<file path="src/rtl/pgxl_pkg.sv">
package pgxl_pkg;
   typedef enum logic [1:0] {
      ACC_READ  = 2'b00,
      ACC_WRITE = 2'b01,
      ACC_FETCH = 2'b10,
      ACC_RSVD  = 2'b11
   } acc_e;

   typedef enum logic [1:0] {
      FLT_NONE    = 2'b00,
      FLT_INVALID = 2'b01,
      FLT_WPROT   = 2'b10,
      FLT_NOEXEC  = 2'b11
   } flt_e;
endpackage

</file>
<file path="src/rtl/pgxl_table.sv">
module pgxl_table #(
   parameter int ENTRIES = 16,
   parameter int PFN_W   = 12,
   localparam int IDX_W  = $clog2(ENTRIES)
) (
   input  logic             clk,
   input  logic             rst_n,
   input  logic             ld_en,
   input  logic [IDX_W-1:0] ld_idx,
   input  logic [PFN_W-1:0] ld_pfn,
   input  logic             ld_present,
   input  logic             ld_wr,
   input  logic             ld_nx,
   input  logic [IDX_W-1:0] rd_idx,
   output logic [PFN_W-1:0] rd_pfn,
   output logic             rd_present,
   output logic             rd_wr,
   output logic             rd_nx
);
   logic [PFN_W-1:0] pfn_q  [ENTRIES];
   logic             pres_q [ENTRIES];
   logic             wr_q   [ENTRIES];
   logic             nx_q   [ENTRIES];

   for (genvar e = 0; e < ENTRIES; e++) begin : g_ent
      logic hit;
      assign hit = ld_en && (ld_idx == IDX_W'(e));
      always_ff @(posedge clk) begin
         if (!rst_n) begin
            pfn_q[e]  <= '0;
            pres_q[e] <= 1'b0;
            wr_q[e]   <= 1'b0;
            nx_q[e]   <= 1'b0;
         end else if (hit) begin
            pfn_q[e]  <= ld_pfn;
            pres_q[e] <= ld_present;
            wr_q[e]   <= ld_wr;
            nx_q[e]   <= ld_nx;
         end
      end
   end

   always_comb begin
      rd_pfn     = pfn_q[rd_idx];
      rd_present = pres_q[rd_idx];
      rd_wr      = wr_q[rd_idx];
      rd_nx      = nx_q[rd_idx];
   end

   // a load lands in the addressed entry at the following edge
   p_load_lands_r10: assert property (@(posedge clk) disable iff (!rst_n)
      (ld_en && rd_idx == ld_idx && $past(rst_n)) |=> (rd_idx != $past(ld_idx)) ||
      (rd_pfn == $past(ld_pfn) && rd_present == $past(ld_present)));
endmodule

</file>
<file path="src/rtl/pgxl_check.sv">
module pgxl_check
   import pgxl_pkg::*;
#(
   parameter int VPN_W = 8,
   parameter int IDX_W = 4,
   parameter int PFN_W = 12,
   parameter int OFF_W = 12,
   localparam int PA_W = PFN_W + OFF_W
) (
   input  logic [VPN_W-1:0] vpn,
   input  logic [OFF_W-1:0] off,
   input  logic [1:0]       kind,
   input  logic [PFN_W-1:0] ent_pfn,
   input  logic             ent_present,
   input  logic             ent_wr,
   input  logic             ent_nx,
   output logic [1:0]       fault,
   output logic [PA_W-1:0]  pa
);
   logic in_range;

   if (VPN_W > IDX_W) begin : g_range_chk
      assign in_range = (vpn[VPN_W-1:IDX_W] == '0);
   end else begin : g_range_full
      assign in_range = 1'b1;
   end

   flt_e f;
   always_comb begin
      if (!in_range || !ent_present)                 f = FLT_INVALID;
      else if (kind == ACC_WRITE && !ent_wr)         f = FLT_WPROT;
      else if (kind == ACC_FETCH && ent_nx)          f = FLT_NOEXEC;
      else                                           f = FLT_NONE;
   end

   assign fault = f;
   assign pa    = (f == FLT_NONE) ? {ent_pfn, off} : '0;

   // an absent or out-of-range page never yields any other code
   always_comb begin
      if (!in_range || !ent_present)
         p_invalid_first_r7: assert (fault == 2'b01);
   end
endmodule

</file>
<file path="src/rtl/pgxl_rsp_reg.sv">
module pgxl_rsp_reg #(
   parameter int PA_W = 24
) (
   input  logic            clk,
   input  logic            rst_n,
   input  logic            in_valid,
   output logic            in_ready,
   input  logic [PA_W-1:0] pa_d,
   input  logic [1:0]      fault_d,
   output logic            out_valid,
   input  logic            out_ready,
   output logic [PA_W-1:0] pa_q,
   output logic [1:0]      fault_q
);
   assign in_ready = !out_valid || out_ready;

   always_ff @(posedge clk) begin
      if (!rst_n) begin
         out_valid <= 1'b0;
         pa_q      <= '0;
         fault_q   <= 2'b00;
      end else if (in_ready) begin
         out_valid <= in_valid;
         if (in_valid) begin
            pa_q    <= pa_d;
            fault_q <= fault_d;
         end
      end
   end

   // a stalled response is held
   p_hold_r9: assert property (@(posedge clk) disable iff (!rst_n)
      (out_valid && !out_ready) |=> (out_valid && $stable(pa_q) && $stable(fault_q)));
endmodule

</file>
<file path="src/rtl/pgxl_translator.sv">
module pgxl_translator
   import pgxl_pkg::*;
#(
   parameter int VA_W       = 20,
   parameter int PA_W       = 24,
   parameter int PAGE_BYTES = 4096,
   parameter int ENTRIES    = 16,
   localparam int OFF_W     = $clog2(PAGE_BYTES),
   localparam int IDX_W     = $clog2(ENTRIES),
   localparam int VPN_W     = VA_W - OFF_W,
   localparam int PFN_W     = PA_W - OFF_W
) (
   input  logic             clk,
   input  logic             rst_n,
   input  logic             req_valid,
   output logic             req_ready,
   input  logic [VA_W-1:0]  req_va,
   input  logic [1:0]       req_kind,
   output logic             rsp_valid,
   input  logic             rsp_ready,
   output logic [PA_W-1:0]  rsp_pa,
   output logic [1:0]       rsp_fault,
   input  logic             ld_en,
   input  logic [IDX_W-1:0] ld_page,
   input  logic [PFN_W-1:0] ld_frame,
   input  logic             ld_present,
   input  logic             ld_writable,
   input  logic             ld_noexec
);
   if (PAGE_BYTES < 512 || PAGE_BYTES > 8192 || (PAGE_BYTES & (PAGE_BYTES - 1)) != 0) begin : g_bad_page
      $error("page size must be a power of two in 512..8192");
   end
   if (ENTRIES < 2 || (ENTRIES & (ENTRIES - 1)) != 0) begin : g_bad_depth
      $error("table depth must be a power of two");
   end
   if (VPN_W < IDX_W || PFN_W < 1) begin : g_bad_width
      $error("address widths too narrow for page size and depth");
   end

   logic [VPN_W-1:0] vpn;
   logic [OFF_W-1:0] off;
   assign vpn = req_va[VA_W-1:OFF_W];
   assign off = req_va[OFF_W-1:0];

   logic [PFN_W-1:0] e_pfn;
   logic             e_pres, e_wr, e_nx;

   pgxl_table #(.ENTRIES(ENTRIES), .PFN_W(PFN_W)) u_table (
      .clk(clk), .rst_n(rst_n),
      .ld_en(ld_en), .ld_idx(ld_page), .ld_pfn(ld_frame),
      .ld_present(ld_present), .ld_wr(ld_writable), .ld_nx(ld_noexec),
      .rd_idx(vpn[IDX_W-1:0]),
      .rd_pfn(e_pfn), .rd_present(e_pres), .rd_wr(e_wr), .rd_nx(e_nx)
   );

   logic [1:0]      c_fault;
   logic [PA_W-1:0] c_pa;

   pgxl_check #(.VPN_W(VPN_W), .IDX_W(IDX_W), .PFN_W(PFN_W), .OFF_W(OFF_W)) u_check (
      .vpn(vpn), .off(off), .kind(req_kind),
      .ent_pfn(e_pfn), .ent_present(e_pres), .ent_wr(e_wr), .ent_nx(e_nx),
      .fault(c_fault), .pa(c_pa)
   );

   pgxl_rsp_reg #(.PA_W(PA_W)) u_rsp (
      .clk(clk), .rst_n(rst_n),
      .in_valid(req_valid), .in_ready(req_ready),
      .pa_d(c_pa), .fault_d(c_fault),
      .out_valid(rsp_valid), .out_ready(rsp_ready),
      .pa_q(rsp_pa), .fault_q(rsp_fault)
   );

   // one cycle from acceptance to response
   p_latency_r8: assert property (@(posedge clk) disable iff (!rst_n)
      (req_valid && req_ready) |=> rsp_valid);

   // no acceptance while a response is stalled
   p_block_r9: assert property (@(posedge clk) disable iff (!rst_n)
      (rsp_valid && !rsp_ready) |-> !req_ready);

   // a faulting response carries a zero address
   p_fault_zero_r4: assert property (@(posedge clk) disable iff (!rst_n)
      (rsp_valid && rsp_fault != 2'b00) |-> (rsp_pa == '0));

   // page numbers beyond the table always come back invalid
   p_range_r4: assert property (@(posedge clk) disable iff (!rst_n)
      (req_valid && req_ready && (int'(vpn) >= ENTRIES)) |=> (rsp_fault == 2'b01));

   // the offset is carried through unchanged on success
   p_offset_r2: assert property (@(posedge clk) disable iff (!rst_n)
      (req_valid && req_ready) |=>
      (rsp_fault != 2'b00 || rsp_pa[OFF_W-1:0] == $past(req_va[OFF_W-1:0])));
endmodule

</file>
<file path="config.mk">
export PLATFORM = sky130hd
export DESIGN_NAME = pgxl_translator
export DESIGN_NICKNAME = d
export VERILOG_FILES = /design/src/rtl/pgxl_pkg.sv /design/src/rtl/pgxl_table.sv /design/src/rtl/pgxl_check.sv /design/src/rtl/pgxl_rsp_reg.sv /design/src/rtl/pgxl_translator.sv
export SDC_FILE = /design/constraint.sdc
export NUM_CORES = 1
export LEC_CHECK = 0
export ABC_CLOCK_PERIOD_IN_PS = 3000
export BUFFER_PORTS_ARGS = -buffer_cell sky130_fd_sc_hd__buf_4
export CAP_MARGIN = 40
export CELL_PAD_IN_SITES_DETAIL_PLACEMENT = 0
export CELL_PAD_IN_SITES_GLOBAL_PLACEMENT = 1
export CORE_MARGIN = 2
export CORE_UTILIZATION = 40
export CTS_CLUSTER_SIZE = 10
export DETAILED_ROUTE_END_ITERATION = 7
export PLACE_DENSITY = 0.67
export SYNTH_ARGS = -nofsm -noshare
export SYNTH_HDL_FRONTEND = slang
export SYNTH_SLANG_ARGS = --single-unit
</file>
<file path="constraint.sdc">
create_clock -name clk -period 3 [get_ports clk]
set_input_delay 0.9 -clock clk [delete_from_list [all_inputs] [get_ports clk]]
set_output_delay 0.9 -clock clk [all_outputs]
set_load 0.1 [all_outputs]
</file>
Yosys cells after proc, flatten, opt, wreduce, memory -nomap -nowiden
Memory sizes are Yosys's and may differ from the RTL's. Index checks and enable logic that the tools add are counted.

Reductions and logical operators: 28. $lt $le $gt $ge: 0. Equality and inequality tests: 17. Add/sub/neg operators: 0. Shifts and indexed selects: 0. Mux-type cells: 117. Div/mod/pow operators: 0. Multiply operators: 0. Bitwise operators: 64.

Operators by type and width (number): 12-bit 2-to-1 mux (16); 1-bit 2-to-1 mux (97); 1-bit OR (64); 4-bit == test (second input constant) (8); 24-bit 2-to-1 mux (1); 1-bit logical AND (18); 4-bit by 3-bit == test with 1-bit output (second input constant) (4); 4-bit by 2-bit == test with 1-bit output (second input constant) (2); 4-bit zero test (2); 2-bit 2-to-1 mux (3); 4-bit by 1-bit == test with 1-bit output (second input constant) (1); 1-bit zero test (4); 2-bit by 1-bit == test with 1-bit output (second input constant) (1); 2-bit == test (second input constant) (1); 2-bit zero test (1); 1-bit logical OR (2); 2-bit AND reduction (1).

Bits in read-only memories: 0. Latch bits: 0. Bits in writable memories: 240. Input port bits: 46. Register bits: 27. Memories kept: 4. Output and inout port bits: 28.

Memory list: u_table.pfn_q (words 16, width 12, rd ports 1, clocked after memory_dff 0, write ports 16, RTL line pgxl_table.sv:20) `logic [PFN_W-1:0] pfn_q [ENTRIES];`; u_table.nx_q (words 16, width 1, rd ports 1, clocked after memory_dff 0, write ports 16, RTL line pgxl_table.sv:23) `logic nx_q [ENTRIES];`; u_table.pres_q (words 16, width 1, rd ports 1, clocked after memory_dff 0, write ports 16, RTL line pgxl_table.sv:21) `logic pres_q [ENTRIES];`; u_table.wr_q (words 16, width 1, rd ports 1, clocked after memory_dff 0, write ports 16, RTL line pgxl_table.sv:22) `logic wr_q [ENTRIES];`.

Depth between registers and ports, before layout
Gate-level depths: netlist of run 1.

Word-level depth: 7. Depth in mapped cells: 11.

By module
A second synthesis of run 1 with hierarchy kept.

Cell total of the unflattened synthesis: 844. Area, all modules: 12259.3 µm².

By module, submodules not included: pgxl_table (area each 10871.7 µm², sequential area each 7176.9 µm², times used 1, cells an instance 691); pgxl_rsp_reg (area each 1114.8 µm², sequential area each 540.5 µm², times used 1, cells an instance 118); pgxl_check (area each 272.8 µm², sequential area each 0.0 µm², times used 1, cells an instance 35).

Worst setup path after synthesis of run 1
No wires, ideal clock.

Path type: register to register. Start: register u_rsp.out_valid. End: register u_rsp.pa_q[10]. Path slack: -0.068 ns. Period minus slack after synthesis: 3.068 ns. Library setup time: 0.062 ns. Path buffers: 2. Arrival: 3.005 ns. Stages on the path, launching flop included: 7. Path through: dfxtp_1 > nand2b_1 > and2_1 > nor2b_1 > buf_1 > clkbuf_1 > a22o_1.

Word-level cells in the longest chain between the ends: 3.

Ends and longest elaborated chain: start, declared (RTL line pgxl_rsp_reg.sv:10) `output logic out_valid,`; start signal, assigned (RTL line pgxl_rsp_reg.sv:23) `out_valid <= in_valid;`; 1-bit zero test (RTL line pgxl_rsp_reg.sv:15) `assign in_ready = !out_valid || out_ready;`; 1-bit logical OR (RTL line pgxl_rsp_reg.sv:15); net req_ready (RTL line pgxl_translator.sv:16) `output logic req_ready,`; 2-bit AND reduction (no line); end signal, assigned (RTL line pgxl_rsp_reg.sv:25) `pa_q <= pa_d;`; end, declared (RTL line pgxl_rsp_reg.sv:12) `output logic [PA_W-1:0] pa_q,`.

The timed path passes the listed nets, and every way through them passes these cells. A chain may end at the register's enable or synchronous reset.

Final worst setup path of run 1
Start: input req_va[12]. End: register u_rsp.pa_q[21].

Word-level cells in the longest chain between the ends: 7. Elaborated cells on any way between the ends: 14. Classes of those cells: mux: 4; reduce/logical: 6; memory: 4.

Ends and longest elaborated chain: start, declared (RTL line pgxl_translator.sv:17) `input logic [VA_W-1:0] req_va,`; memory 16 x 1 bit, on equally long branches; 1-bit logical AND or 1-bit zero test (tied branches) (RTL line pgxl_check.sv:32, pgxl_check.sv:31); 2-bit 2-to-1 mux or 1-bit logical AND (tied branches) (RTL line pgxl_check.sv:32, pgxl_check.sv:31); 2-bit 2-to-1 mux (RTL line pgxl_check.sv:31) `else if (kind == ACC_WRITE && !ent_wr) f = FLT_WPROT;`; 2-bit 2-to-1 mux (RTL line pgxl_check.sv:30) `if (!in_range || !ent_present) f = FLT_INVALID;`; 2-bit zero test (RTL line pgxl_check.sv:37) `assign pa = (f == FLT_NONE) ? {ent_pfn, off} : '0;`; 24-bit 2-to-1 mux (*) (RTL line pgxl_check.sv:37).

Mark *: on every way between the ends. The rest lies on a longest branch, timed or not.

==> impl_metrics.csv, run 1 <==
group,metric,value,unit
synth,synth_top_cell_area_share,59.8,%
sta,fmax,427,MHz
worst_setup_path,worstReg2RegStart,"u_table.wr_q[3]",
grt,grt.overflow.total,0,
hold_path,holdPathEnd,"u_rsp.pa_q[3]",
clocking,post_cts_resized,0,
synth,yosysMostFrequentCell,"and2_1",
grt,grt_max_degree,30,
drt,vias_per_cell,5.22,
sta,period_share,78.1,%
grt,gr-usage-all-layers,19.7,%
synth,synth_seq_cells,267,
synth,synth_common_cells,"239 x and2_1, 237 x edfxtp_1, 50 x mux4_2, 45 x clkbuf_1, 30 x dfxtp_1",
synth,syn_area_per_cell,15.0,um^2
synth,syn_area,0.0119,mm^2
sta,finalCriticalPeriod,2.34,ns
finish,layout-drive-gt1-share,23.9,%
clocking,root_buffer,"clkbuf_16",
clocking,clk_pin_slew,0.05,ns
floorplanning,fp.dieArea,0.0311,mm^2
sta,grt_setup_unrepaired,"no",
clocking,clk_path_buf_depth,3,
clocking,holdBufCountCts,0,
worst_setup_path,crit_type,"input pin to flop",
grt,grt_use_met1,27.9,%
synth,syn_nets,839,
finish,fillCellCount,2615,
grt,met3_usage,2.95,%
pwr,p_leak,0.00512,uW
finish,post-route-util,47.6,%
hold_path,hp-class,"flop to flop",
grt,grt.busiest_layer,"met2",
drt,dr.pass1.iters,4,
worst_setup_path,reg2reg_to,"u_rsp.pa_q[21]",
sta,slew_headroom,71.3,%
sta,worst_slew_pin_slew,0.420,ns
synth,synth_flop_cell,"edfxtp_1",
floorplanning,die_h,176,um
worst_setup_path,arrival,2.77,ns
finish,area_growth,17.9,%
synth,synthCells,793,
clocking,cts_buffers,31,
drt,drtIter0Drc,533,
hold_path,whs_path_depth,1,
floorplanning,core-area,0.0295,mm^2
grt,met2_usage,32.7,%
clocking,cts_num_sinks,267,
grt,grt_pass1_wl,45200,um
clocking,clk_latency,0.55,ns
worst_setup_path,required,3.43,ns
sta,drv_slew,0,
drt,vias,6833,
pwr,ir_drop,413,uV
placed_design,routabilityCongestion,0.808,
grt,grt_antenna_before_repair,0,
clocking,cts_htree_levels,1,
sta,worst_hold_slack,0.476,ns
pwr,power_density,593,mW/mm^2
synth,yosysWarnings,0,
worst_setup_path,worstSetupStartpointType,"input pin",
drt,ant_nets,0,
worst_setup_path,r2r_cells,7,
synth,synth.area.top_cells,"edfxtp_1 60%, and2_1 13%, mux4_2 9.5%, dfxtp_1 5.0%, mux2i_1 2.4%",
worst_setup_path,worstPathMaxFanout,24,
synth,yosysSeqAreaShare,64.9,%
drt,wirelength,30000,um
run_status,status,"completed",
worst_setup_path,cp-end-kind,"flop",
sta,finalSetupViolCount,0,
floorplanning,num_rows,63,
job,max_cap_violations,0,
floorplanning,die_x,176,um
sta,tns,0,ns
hold_path,hold_start,"u_rsp.pa_q[3]",
synth,synth-async-reset-ratio,0,%
synth,yosysTopAreaCell,"edfxtp_1",
sta,final_hold_viol_count,0,
grt,grt_pass1_vias,7119,
clocking,cts_setup_buffers,0,
sta,finalClockSkew,0.0156,ns
drt,drc,0,
placed_design,portBuffers,73,
floorplanning,pin_count,74,
floorplanning,initial_core_util,40.3,%
finish,nets,940,
drt,detail_route.wl_per_cell,22.9,um
worst_setup_path,rrSetupSlack,0.87,ns
clocking,cts_tree,"yes",
finish,num_antenna_cells,0,
synth,synth_edf_count,237,
synth,synth.distinct_cells,35,
placed_design,dp_hpwl,18700,um
state kept, by name, summed over array words and instances, names as in the netlist:
register / cells
u_rsp.out_valid: 1
u_rsp.fault_q: 2
u_table.nx_q: 16
u_table.pfn_q: 192
u_table.pres_q: 16
u_table.wr_q: 16
u_rsp.pa_q: 24
report_power, final:
group	internal, uW	switching (uW)
logic	286	390
clock network	1950	1400
registers	4240	55.6
layout make-up:
| type | instances | area, um^2 | share of cell area [%] |
|---|---|---|---|
| flip-flops and latches | 267 | 7720 | 55.0 |
| multi-input cells | 461 | 3870 | 27.6 |
| repair buffers | 129 | 1040 | 7.44 |
| clock buffers | 55 | 876 | 6.25 |
| well taps | 390 | 488 | 3.48 |
| inverters | 4 | 15.0 | 0.107 |
| clock inverters | 2 | 12.5 | 0.0892 |
critical path, cell delays in order:
cell and delay, ns:
buf_4 0.17, mux4_1 0.55, mux2_2 0.29, a221o_1 0.36
nand3_2 0.08, nor2b_2 0.06, buf_12 0.16, a22o_1 0.19
logic make-up after synthesis:
group                  count (synthesis)  share of synthesized area, %
AO/OA/AOI/OAI                         80                          4.82
AND/OR/NAND/NOR                      299                          15.2
flip-flops                           267                          64.9
buffers and inverters                 65                          2.64
multiplexers                          82                          12.4
worst max-delay path by stage:
stage	from	end	slack [ns]	depth (start not counted)
floorplan	ld_page[2]	u_table.nx_q[1]	-0.06	3
global placement	req_va[12]	u_rsp.pa_q[21]	0.12	8
detailed placement	req_va[12]	u_rsp.pa_q[21]	0.11	8
CTS	req_va[12]	u_rsp.pa_q[21]	0.67	8
global route	req_va[17]	u_rsp.pa_q[10]	0.54	8
finish	req_va[12]	u_rsp.pa_q[21]	0.66	8
metal layers:
metal  routed length [um]  up-vias
met5                    0        -
met4                  330        0
met3                 1820       27
met2                14400      219
met1                13400     3447
li1                     -     3140
through the flow:
stage               std cells  total power [uW]  area, um^2  setup WS (ns)
floorplan                 793              4760       11900        -0.0575
global placement         1251              5060       13100          0.121
detailed placement       1251              5060       13100          0.107
CTS                      1308              8400       14000          0.672
global route             1308              8610       14000          0.537
finish                   1308              8320       14000          0.658
cell usage in the layout (no fill, tap or decap), types with 4 or more instances in the layout:
| master | n |
|---|---|
| a211oi_1 | 13 |
| a21oi_1 | 12 |
| a22o_1 | 28 |
| a22oi_1 | 4 |
| and2_1 | 239 |
| buf_12 | 6 |
| buf_4 | 123 |
| clkbuf_1 | 23 |
| clkbuf_16 | 31 |
| dfxtp_1 | 30 |
| edfxtp_1 | 237 |
| inv_1 | 4 |
| mux2i_1 | 29 |
| mux4_2 | 50 |
| nand2_1 | 9 |
| nand3_1 | 6 |
| nand3b_1 | 4 |
| nor2_1 | 18 |
| nor2b_1 | 13 |
| o21ai_1 | 15 |
Note: power is estimated with default switching activity, not from simulation.
==> run 2: changes to the inputs <==
--- a/config.mk
+++ b/config.mk
@@ -5,7 +5,7 @@
 export SDC_FILE = /design/constraint.sdc
 export NUM_CORES = 1
 export LEC_CHECK = 0
-export ABC_CLOCK_PERIOD_IN_PS = 3000
+export ABC_CLOCK_PERIOD_IN_PS = 2000
 export BUFFER_PORTS_ARGS = -buffer_cell sky130_fd_sc_hd__buf_4
 export CAP_MARGIN = 40
 export CELL_PAD_IN_SITES_DETAIL_PLACEMENT = 0
==> constraint.sdc (replaced) <==
create_clock -name clk -period 2 [get_ports clk]
set_input_delay 0.6 -clock clk [delete_from_list [all_inputs] [get_ports clk]]
set_output_delay 0.6 -clock clk [all_outputs]
set_load 0.1 [all_outputs]
==> impl_metrics.csv, run 2 (synthesis results as in run 1) <==
group,metric,value,unit
finish,final_cell_mix,"239 x and2_1, 237 x edfxtp_1, 114 x buf_4, 51 x mux4_2",
grt,met3_usage,3.06,%
placed_design,routabilityCongestion,0.779,
drt,detail_route.wl_per_cell,22.5,um
drt,wirelength,29800,um
hold_path,whs_path_depth,2,
worst_setup_path,worstReg2RegStart,"u_table.wr_q[5]",
placed_design,dp_hpwl,18700,um
worst_setup_path,r2r_cells,7,
floorplanning,initial_core_util,40.3,%
floorplanning,pin_count,74,
worst_setup_path,cp-end-kind,"flop",
clocking,holdBufCountCts,0,
grt,met2_usage,32.3,%
drt,vias,6855,
worst_setup_path,worstSetupStartpointType,"flop",
floorplanning,fp.dieArea,0.0311,mm^2
hold_path,holdPathEnd,"u_rsp.pa_q[0]",
worst_setup_path,crit_type,"flop to flop",
sta,worst_slew_pin_slew,0.508,ns
sta,period_share,102,%
floorplanning,num_rows,63,
grt,grt.overflow.total,0,
finish,num_antenna_cells,0,
clocking,cts_num_sinks,267,
grt,grt_pass1_vias,7147,
job,max_cap_violations,0,
clocking,clk_latency,0.54,ns
worst_setup_path,arrival,2.49,ns
placed_design,portBuffers,73,
sta,setup_ws,-0.0493,ns
worst_setup_path,critPathMaxStageDelay,0.48,ns
finish,fillCellCount,2569,
sta,drv_slew,0,
finish,layout-drive-gt1-share,27.0,%
sta,fmax,488,MHz
sta,finalCriticalPeriod,2.05,ns
worst_setup_path,crit_slowest_cell,"mux4_2",
placed_design,post-place-ws,-0.814,ns
drt,vias_per_cell,5.17,
grt,grt_use_met1,28.2,%
finish,area_growth,22.2,%
sta,slew_headroom,65.2,%
finish,largest_registers,"u_table.pfn_q: 192 flops, u_rsp.pa_q: 24 flops",
floorplanning,die_h,176,um
pwr,power,12500,uW
clocking,root_buffer,"clkbuf_16",
worst_setup_path,worstPathCellList,"mux4_2 > mux2_4 > a221o_1 > nand3_2 > nor2b_4 > buf_8 > a22o_1",
drt,ant_nets,0,
run_status,violations,"negative setup slack",
worst_setup_path,reg2reg_to,"u_rsp.pa_q[21]",
grt,grt_max_degree,26,
worst_setup_path,rrSetupSlack,-0.05,ns
clocking,clk_pin_slew,0.06,ns
worst_setup_path,worstPathMaxFanout,12,
clocking,cts_buffers,30,
floorplanning,die_x,176,um
finish,top_register,"u_table.pfn_q",
sta,grt_setup_unrepaired,"yes",
sta,finalClockSkew,0.0125,ns
floorplanning,core-area,0.0295,mm^2
run_status,status,"finished, violations left",
clocking,cts_htree_levels,1,
finish,nets,958,
grt,grt.busiest_layer,"met2",
pwr,ir_drop,626,uV
grt,gr-usage-all-layers,19.7,%
worst_setup_path,required,2.44,ns
hold_path,hold_start,"req_va[0]",
drt,dr.pass1.iters,5,
finish,largest_register_ffs,192,
drt,drc,0,
clocking,clk_path_buf_depth,3,
pwr,power_density,859,mW/mm^2
sta,finalSetupViolCount,23,
grt,grt_antenna_before_repair,0,
clocking,cts_tree,"yes",
hold_path,hp-class,"input pin to flop",
drt,drtIter0Drc,574,
sta,final_hold_viol_count,0,
finish,final_common_cell,"and2_1",
pwr,p_leak,0.00533,uW
grt,grt_pass1_wl,44900,um
run 2: changes by cell type in the layout (fill, tap and decap cells not counted), moves of 2 or more:
cell      delta
buf_6        +2
buf_12      +25
buf_4        -9
a211oi_2     +3
o21ai_2     +11
o21ai_1     -11
a211oi_1     -3
run 2: what timing repair did:
item / 4_1_cts / 5_1_grt
setup endpoints to repair: 24 / 24
gates cloned: 0 / 0
pin swaps: 0 / 0
gates resized for setup: 5 / 2
buffers inserted: 2 / 1
run 2: worst max path at each step:
stage | cells past startpoint | start | to | slack, ns
after floorplan | 9 | req_va[12] | u_rsp.pa_q[10] | -0.38
after global placement | 7 | req_va[17] | u_rsp.pa_q[23] | -0.92
after detailed placement | 9 | req_va[12] | u_rsp.pa_q[21] | -0.81
after CTS | 7 | u_table.wr_q[5] | u_rsp.pa_q[21] | -0.07
after global routing | 7 | u_table.wr_q[5] | u_rsp.pa_q[21] | -0.12
final | 7 | u_table.wr_q[5] | u_rsp.pa_q[21] | -0.05
run 2: routing by layer:
layer / vias up / wire, um
li1: 3175 / -
met1: 3481 / 13700
met2: 171 / 14200
met3: 28 / 1460
met4: 0 / 368
met5: - / 0
run 2: cell type report:
cell class / instances / area, um^2 / area share (%)
sequential: 267 / 7720 / 53.1
multi-input combinational: 461 / 3940 / 27.1
timing repair buffer: 148 / 1510 / 10.4
clock buffer: 55 / 866 / 5.96
tap: 390 / 488 / 3.36
inverter: 4 / 15.0 / 0.103
run 2: per-stage QoR:
step / TNS, ns / hold WS, ns / cells / utilization [%] / cell area (um^2)
CTS: -0.773 / 0.244 / 1324 / 49.3 / 14500
global placement: -26.21 / 0.466 / 1266 / 46.1 / 13600
floorplan: -23.58 / 0.448 / 793 / - / 12000
finish: -0.436 / 0.265 / 1325 / 49.3 / 14500
global route: -2.21 / 0.246 / 1325 / 49.3 / 14500
detailed placement: -21.95 / 0.468 / 1267 / 46.2 / 13600
run 2: power by group:
| group | total, uW | internal [uW] | switching, uW |
|---|---|---|---|
| clock network | 4930 | 2870 | 2060 |
| logic | 1120 | 508 | 608 |
| registers | 6440 | 6360 | 80.8 |
run 2: worst max-delay path: cells and delay by family (launching register included):
| kind | cells | cell delay [ns] |
|---|---|---|
| buf+inv | 1 | 0.14 |
| mux | 2 | 0.77 |
| simple gates | 2 | 0.15 |
| compound gates | 2 | 0.52 |
| flops | 1 | 0.35 |
==> run 3: changes to the inputs <==
--- a/config.mk
+++ b/config.mk
@@ -10,6 +10,7 @@
 export CAP_MARGIN = 40
 export CELL_PAD_IN_SITES_DETAIL_PLACEMENT = 0
 export CELL_PAD_IN_SITES_GLOBAL_PLACEMENT = 1
+export CORE_ASPECT_RATIO = 1.5
 export CORE_MARGIN = 2
 export CORE_UTILIZATION = 40
 export CTS_CLUSTER_SIZE = 10
==> impl_metrics.csv, run 3 (synthesis results as in run 1) <==
group,metric,value,unit
run_status,status,"finished, violations left",
run_status,violations,"negative setup slack",
drt,drtIter0Drc,436,
floorplanning,die_h,215,um
pwr,pwr-share-comb,8.9,%
sta,slew_headroom,66.7,%
pwr,p_leak,0.00536,uW
drt,vias,6822,
sta,fmax,487,MHz
sta,worst_slew_pin_slew,0.487,ns
finish,instances_no_fill,1341,
worst_setup_path,worstSetupStartpointType,"flop",
pwr,seqPwrFrac,51.5,%
sta,finalCriticalPeriod,2.06,ns
grt,grt_antenna_before_repair,1,
finish,fillCellCount,2520,
pwr,power,12500,uW
drt,ant_nets,0,
finish,multi_input_area,0.00392,mm^2
clocking,cts_num_sinks,267,
grt,gr-usage-all-layers,19.6,%
drt,dr.pass1.iters,4,
placed_design,dp_hpwl,19700,um
clocking,clk_pin_slew,0.06,ns
hold_path,hp-class,"input pin to flop",
pwr,ir_drop,544,uV
floorplanning,fp.dieArea,0.0312,mm^2
clocking,cts_buffers,30,
grt,grt.overflow.total,0,
worst_setup_path,critPathMaxStageDelay,0.46,ns
finish,top_register,"u_table.pfn_q",
worst_setup_path,required,2.44,ns
sta,grt_setup_unrepaired,"yes",
worst_setup_path,cp-end-kind,"flop",
floorplanning,pin_count,74,
sta,final_hold_viol_count,0,
sta,period_share,103,%
clocking,cts_tree,"yes",
worst_setup_path,crit_type,"flop to flop",
pwr,power.internal,9760,uW
clocking,holdBufCountCts,0,
floorplanning,die_x,145,um
floorplanning,initial_core_util,40.5,%
clocking,clk_latency,0.56,ns
sta,setup_ws,-0.0550,ns
finish,nets,969,
drt,vias_per_cell,5.09,
floorplanning,core-area,0.0294,mm^2
drt,drc,0,
finish,layout-drive-gt1-share,27.6,%
grt,grt_pass1_vias,7266,
worst_setup_path,worstPathMaxFanout,24,
pwr,pwr-share-clk,39.6,%
placed_design,placed_cells,1285,
drt,wirelength,29600,um
finish,num_antenna_cells,0,
grt,grt_max_degree,31,
finish,area_growth,22.3,%
finish,seqCellArea,0.00772,mm^2
worst_setup_path,arrival,2.50,ns
placed_design,post-place-ws,-0.492,ns
pwr,switchingPower,2770,uW
clocking,cts_htree_levels,1,
sta,drv_slew,0,
finish,final_cell_mix,"239 x and2_1, 237 x edfxtp_1, 132 x buf_4, 51 x mux4_2, 31 x clkbuf_16",
finish,largest_registers,"u_table.pfn_q: 192 flops, u_rsp.pa_q: 24 flops",
sta,finalClockSkew,0.0131,ns
pwr,sw_frac_of_total,22.1,%
clocking,clk_path_buf_depth,3,
grt,grt_pass1_wl,45200,um
job,max_cap_violations,0,
clocking,root_buffer,"clkbuf_16",
worst_setup_path,cp_num_buf_inv,1,
floorplanning,num_rows,77,
worst_setup_path,crit_family,"multiplexers",
drt,detail_route.wl_per_cell,22.1,um
placed_design,portBuffers,73,
finish,final_common_cell,"and2_1",
worst_setup_path,worstPathCellList,"mux4_2 > mux2_4 > a221o_1 > nand3_2 > nor2b_2 > buf_12 > a22o_1",
placed_design,routabilityCongestion,0.768,
finish,largest_register_ffs,192,
sta,finalSetupViolCount,24,
worst_setup_path,crit_slowest_cell,"mux4_2",
pwr,power_density,861,mW/mm^2
run 3: worst paths after layout:
| path | slack, ns | from | cells after the start | end |
|---|---|---|---|---|
| worst max-delay path | -0.06 | u_table.wr_q[5] | 7 | u_rsp.pa_q[23] |
| worst min-delay path | 0.26 | req_va[2] | 2 | u_rsp.pa_q[2] |
| worst min register to register | 0.48 | u_rsp.pa_q[7] | 1 | u_rsp.pa_q[7] |
| worst max register to register | -0.06 | u_table.wr_q[5] | 7 | u_rsp.pa_q[23] |
run 3: what timing repair did:
item / CTS / global route
gates resized for setup: 1 / 0
buffers inserted: 0 / 1
setup endpoints to repair: 24 / 24
hold endpoints to repair: 0 / 0
run 3: per-stage QoR:
stage / instance area [um^2] / util [%] / hold WS [ns] / setup TNS (ns)
finish: 14500 / 49.5 / 0.257 / -0.837
global route: 14500 / 49.5 / 0.246 / -2.79
CTS: 14500 / 49.5 / 0.239 / -0.935
detailed placement: 13700 / 46.5 / 0.465 / -15.49
global placement: 13700 / 46.5 / 0.464 / -14.91
floorplan: 12000 / - / 0.448 / -23.58
run 3: area by class of cell:
cell class,instances,area share [%]
clock buffer,55,5.95
inverter,4,0.103
multi-input combinational,461,27.0
sequential,267,53.1
tap,395,3.40
timing repair buffer,159,10.5
run 3: metal layers:
layer	vias to the layer above	share of wire, %	global-route usage (%)
met3	50	4.0	2.32
met4	0	2.3	5.21
met5	-	0	0
met1	3433	39	23.7
met2	146	54	36.4
li1	3193	-	-
run 3: power groups by stage:
stage	sequential, uW	clock [uW]	combinational, uW
2_1_floorplan	6570	0	594
3_3_place_gp	6560	0	1120
3_5_place_dp	6570	0	1130
4_1_cts	6450	5050	1130
5_1_grt	6470	5280	1190
6_report	6450	4960	1110
run 3: worst reg2reg max path: stages, from the launching register on:
cell and delay (ns):
edfxtp_1 0.36, mux4_2 0.46, mux2_4 0.28, a221o_1 0.33, nand3_2 0.08, nor2b_2 0.06
buf_12 0.16, a22o_1 0.22
